--- src/rtl/scanline_irq.sv ---
module scanline_irq #(
  parameter int CW = 8,
  parameter int LW = 9,
  parameter int LAST_LINE = 239
) (
  input  logic          clk,
  input  logic          rst_n,
  input  logic          wr_en,
  input  logic [1:0]    wr_sel,
  input  logic [CW-1:0] wr_data,
  input  logic          line_pulse,
  input  logic [LW-1:0] line_num,
  input  logic          render_on,
  output logic          irq
);
  localparam logic [1:0] SEL_CNT = 2'd0;
  localparam logic [1:0] SEL_LAT = 2'd1;
  localparam logic [1:0] SEL_OFF = 2'd2;
  localparam logic [1:0] SEL_ON  = 2'd3;
  localparam logic [LW-1:0] LAST = LW'(LAST_LINE);

  logic [CW-1:0] cnt, latch;
  logic          enable, pend;
  logic          counted, hit;
  logic [CW-1:0] cnt_pre, cnt_base;

  assign counted  = line_pulse && !wr_en && render_on && (line_num <= LAST) && enable && !pend;
  assign cnt_pre  = ((line_num == '0) && (cnt != '0)) ? cnt - 1'b1 : cnt;
  assign hit      = (cnt_pre == '0);
  assign cnt_base = hit ? latch : cnt_pre;

  always_ff @(posedge clk or negedge rst_n) begin
    if (!rst_n) begin
      cnt    <= '0;
      latch  <= '0;
      enable <= 1'b0;
      pend   <= 1'b0;
      irq    <= 1'b0;
    end else if (wr_en) begin
      case (wr_sel)
        SEL_CNT: begin cnt <= wr_data; pend <= 1'b0; end
        SEL_LAT: begin latch <= wr_data; pend <= 1'b0; end
        SEL_OFF: begin enable <= 1'b0; pend <= 1'b0; irq <= 1'b0; end
        SEL_ON:  begin enable <= 1'b1; pend <= 1'b0; end
        default: ;
      endcase
    end else if (counted) begin
      cnt <= cnt_base - 1'b1;
      if (hit) begin
        pend <= 1'b1;
        irq  <= 1'b1;
      end
    end
  end
endmodule


--- config.mk ---
export PLATFORM = sky130hd
export DESIGN_NAME = scanline_irq
export DESIGN_NICKNAME = d
export VERILOG_FILES = /design/src/rtl/scanline_irq.sv
export SDC_FILE = /design/constraint.sdc
export NUM_CORES = 1
export LEC_CHECK = 0
export ABC_CLOCK_PERIOD_IN_PS = 5050
export BUFFER_PORTS_ARGS = -buffer_cell sky130_fd_sc_hd__buf_2
export CAP_MARGIN = 5
export CORE_MARGIN = 8
export CORE_UTILIZATION = 39
export DETAILED_ROUTE_END_ITERATION = 8
export GPL_TIMING_DRIVEN = 0
export PLACE_DENSITY = 0.69
export SETUP_SLACK_MARGIN = 0.02
export SYNTH_ARGS = -nofsm -noshare
export SYNTH_HDL_FRONTEND = slang
export SYNTH_SLANG_ARGS = --single-unit
--- constraint.sdc ---
create_clock -name clk -period 5.05 [get_ports clk]
set_input_delay 1.2625 -clock clk [delete_from_list [all_inputs] [get_ports clk]]
set_output_delay 1.2625 -clock clk [all_outputs]
set_load 0.1 [all_outputs]
**Word-level counts from Yosys, hierarchy flattened**

Cells that the tools add are included.

- Bits in registers: 19
- Bits of input ports: 24
- Output and inout port bits: 1
- Word-level logic and storage cells: 46

- $add $sub $neg: 2
- Magnitude comparators: 1
- Eq/ne operators: 5
- Multiplexer cells: 12
- Reductions and logical operators: 21

Operators with widths:

| kind | number |
|---|---|
| two-way mux 8 bit | 5 |
| subtractor 8 x 1 -> 8 bit (second input constant) | 2 |
| <= comparator 9 x 8 -> 1 bit (second input constant) | 1 |
| logical NOT 9 bit | 1 |
| logical NOT 8 bit | 1 |
| AND reduction 2 bit | 4 |
| nonzero test 8 bit | 1 |
| logical AND 1 bit | 6 |
| two-way mux 1 bit | 6 |
| nonzero test 2 bit | 3 |
| == test 2 bit (second input constant) | 2 |
| != test 2 x 1 -> 1 bit (second input constant) | 2 |
| OR reduction 4 bit | 1 |
| AND reduction 3 bit | 1 |
| == test 2 x 1 -> 1 bit (second input constant) | 1 |
| logical NOT 1 bit | 2 |
| logical NOT 2 bit | 1 |
| case mux 1 bit (2 select lines) | 1 |

**Logic depth before layout (Yosys ltp)**

- Word-level depth: 8
- Depth in mapped cells: 16

**Least setup slack after synthesis**

No wires, ideal clock.

- Path type: input-to-reg
- From: input port line_num[5]
- To: register cnt[6]
- Data arrival time: 3.676 ns
- Data required time: 4.973 ns
- Slack: 1.297 ns
- Stages on the path: 12
- Buffers on the path: 1
- Cell sequence: nor4_2 > nand3_2 > or4_1 > o211ai_2 > nor3_4 > buf_6 > a21oi_1 > ha_1 > o31ai_1 > a2111oi_4 > nor2_1 > a21oi_1

- Word-level cells in the longest chain between the ends: 8
- Elaborated cells between the ends (all ways): 14

RTL lines:

| item | line | text |
|---|---|---|
| start, declared | 12 | `input logic [LW-1:0] line_num,` |
| logical NOT 9 bit | 28 | `assign cnt_pre = ((line_num == '0) && (cnt != '0)) ? cnt - 1'b1 : cnt;` |
| logical AND 1 bit | 28 |  |
| two-way mux 8 bit | 28 |  |
| logical NOT 8 bit | 29 | `assign hit = (cnt_pre == '0);` |
| two-way mux 8 bit | 30 | `assign cnt_base = hit ? latch : cnt_pre;` |
| subtractor 8 x 1 -> 8 bit | 48 | `cnt <= cnt_base - 1'b1;` |
| two-way mux 8 bit | 47 | `end else if (counted) begin` |
| two-way mux 8 bit | 39 | `end else if (wr_en) begin` |
| end signal, assigned | 48 |  |
| end, declared | 22 | `logic [CW-1:0] cnt, latch;` |

Several ways; a longest one is shown, not always the timed one. The select of a mux whose other input is x is not followed.
A chain may end at the register's enable or synchronous reset.

**Worst setup path in the final report**

Ends and elaborated chain as after synthesis.

==> run summary <==
Later-pin clock latency in the skew report: 260 ps
Post-Syn Nets: 209
Synth area leader: dfrtp_1
Post-CTS Hold Buffers: 0
Fin crit share: 80.0%
Post-synth top area share: 29.1%
Placement Setup Slack: 770 ps
Critical path data arrival time: 4230 ps
Min-Delay Startpoint: irq$_DFFE_PN0P_
R2R depth: 16
Chip width: 80.7 um
Die area: 6510 um2
DRC viols: 0
Clock Pin Slew Worst Setup and Hold Paths: 80 ps
Via density per instance: 5.65
Initial antenna violation count: 0
Worst hold path type: reg -> reg
Post-layout minimum cycle time: 4040 ps
PostCTS Resize Cnt: 0
Final hold viol count: 0
Vias: 1469
Synth warnings: 0
Row count: 23
Most common cell in the netlist: dfrtp_1
GRT Util Overall: 13.4%
Number of synthesized flops with an enable pin: 0
CTS H-tree depth: 1
Seq cells post-synth: 19
First-pass GRT wire length: 6.93 mm
Leakage: 0.717 nW
Filler cells: 404
PortBufs: 24
Core area: 4030 um2
Commonest cells post-synth: 19 x dfrtp_1, 17 x nor2_1, 14 x nand2_1
Post-synthesis instance total: 182
Final worst slack: 1010 ps
CTS Buf Count: 3
Clock tree buffer depth: 2
Setup CP Type: in -> reg
# clock sinks: 19
Crit-path cells: buf_2 -> nor4_2 -> and3_1 -> buf_2 -> a41oi_1 -> o211ai_2 -> nor3_4 -> buf_6 -> a21oi_1 -> ha_1 -> o31ai_1 -> a2111oi_4 -> nor2_1 -> a21oi_1
Pre-antenna DRT Iters: 4
Outcome: completed
Worst hold endpoint: irq$_DFFE_PN0P_
Crit path max-delay family: compound AO/OA/AOI/OAI gates
Data required, critical path: 5240 ps
Vias in the first global route: 1488
Initial Util: 40.5%
Register area: 475 um2
Final setup violation count: 0
Netlist cell types: 56
Startpoint types: primary input
Critical R2R Capture: cnt[6]$_DFFE_PN0P_
DIE HEIGHT: 80.7 um
Top area cells in the synthesized netlist: dfrtp_1 29%, mux2_2 5.5%, xnor2_1 4.3%
I/O pin cnt: 25
Root buffer cell: clkbuf_8
Critical path buffers and inverters: 3
FF-to-FF setup slack: 1350 ps
CP max FO: 10
Ys async rst share: 100%
Nets: 238
Max-Cap Viols: 0
Main synth FF type: dfrtp_1
P&R area growth vs syn: 14.0%
Fin Setup TNS: 0 ps
Post-route clock skew: 2.85 ps
Fmax: 247 MHz
Post-CTS Setup Inserts: 0
Mapped cell area: 1630 um2
RSZ-0062 raised after global routing: no
DR iter-0 viols: 114
Gpl congestion: 0.841
PD cells: 279 nW/um2
GR Overflow Total: 0
Worst hold stages: 2
Share of cells above drive strength 1: 28.1%
Largest net degree at the start of global routing: 20
Routed len/inst: 15.8 um
Crit path capture type: register
Slowest CP cell: o211ai_2
CTS tree: yes
Routed WL: 4.11 mm
Slew HR: 36.4%
# diodes: 0
Placed wire-length estimate: 3.19 mm
Avg Cell Area, Syn: 8.96 um2
Worst slew pin tran: 946 ps
Multi-input logic area: 1090 um2
Slew Limit Fails: 0
Crit-path max cell delay: 430 ps
Maximum VDD drop: 0.165 mV
Antenna violation net count after detailed routing: 0
Post-synthesis sequential area ratio: 29.1%
Reg2reg start: cnt[0]$_DFFE_PN0P_
[worst max path at each step]
stage | from | end | slack (ps) | cells after the start
after floorplan | line_num[5] | cnt[6]$_DFFE_PN0P_ | 1300 | 12
after detailed placement | line_num[5] | cnt[6]$_DFFE_PN0P_ | 770 | 14
after global routing | line_num[5] | cnt[6]$_DFFE_PN0P_ | 770 | 14
final | line_num[5] | cnt[6]$_DFFE_PN0P_ | 1010 | 14
after global placement | line_num[5] | cnt[6]$_DFFE_PN0P_ | 810 | 14
after CTS | line_num[5] | cnt[6]$_DFFE_PN0P_ | 1020 | 14
[flip-flops by register name, indices dropped and copies added, names as in the netlist]
register  cells
cnt           8
enable        1
irq           1
latch         8
pend          1
[cell type report]
type | instances | area share (%)
Multi-Input combinational cell | 151 | 58.8
Sequential cell | 19 | 25.6
Timing Repair Buffer | 24 | 6.46
Tap cell | 50 | 3.36
Buffer | 7 | 2.29
Clock buffer | 3 | 2.22
Inverter | 5 | 1.01
Clock inverter | 1 | 0.269
[cell families (layout without fill, tap and decap cells)]
| kind of cell | Yosys count | in the layout | share of synthesized area, % |
|---|---|---|---|
| simple gates | 78 | 78 | 29.0 |
| compound gates | 49 | 49 | 23.1 |
| flops | 19 | 19 | 29.1 |
| buf+inv | 12 | 40 | 3.76 |
| mux | 11 | 11 | 7.36 |
| xor+xnor | 10 | 10 | 5.37 |
| fa+ha+maj | 3 | 3 | 2.30 |
[metal layers]
metal	GRT usage [%]	wire, um	vias to the layer above
met5	0	0	-
met4	5.18	100	0
met2	20.9	1880	43
met1	18.2	1990	682
li1	-	-	733
met3	1.90	137	11
[report_power, final]
group          switching [W]  internal, W  total, W
clock              0.0000571    0.0000551  0.000112
combinational       0.000104    0.0000863  0.000190
sequential         0.0000378     0.000180  0.000217
total               0.000198     0.000321  0.000519
[worst reg2reg max path, stage by stage (launching register included)]
cell and delay, ps:
dfrtp_1 450, inv_1 140, ha_1 220, clkbuf_1 220
or3_1 430, o22ai_1 130, and4_1 260, o211ai_2 200
nor3_4 280, buf_6 200, a21oi_1 100, ha_1 250
o31ai_1 260, nor2_1 80, a21boi_1 180, o21ai_1 90
a21oi_1 150
[cells in the final DEF, fill, tap and decap left out, drive strengths merged, types with 4 or more instances in the layout]
master  instances
a21oi          14
buf            27
clkbuf          7
dfrtp          19
inv             5
mux2            8
nand2          15
nand2b          5
nand3b          8
nor2           17
nor3            7
o21ai          14
or3             4
xnor2           8
[per-stage QoR]
stage	hold WS, ps	utilization (%)	instances	instance area [um2]	total power (W)
2_1_floorplan	479	-	182	1630	0.000357
3_3_place_gp	484	45.0	256	1810	0.000405
3_5_place_dp	496	45.0	256	1810	0.000408
4_1_cts	515	46.2	260	1860	0.000522
5_1_grt	551	46.2	260	1860	0.000557
6_report	511	46.2	260	1860	0.000519
Power figures use the tool's default switching activity.
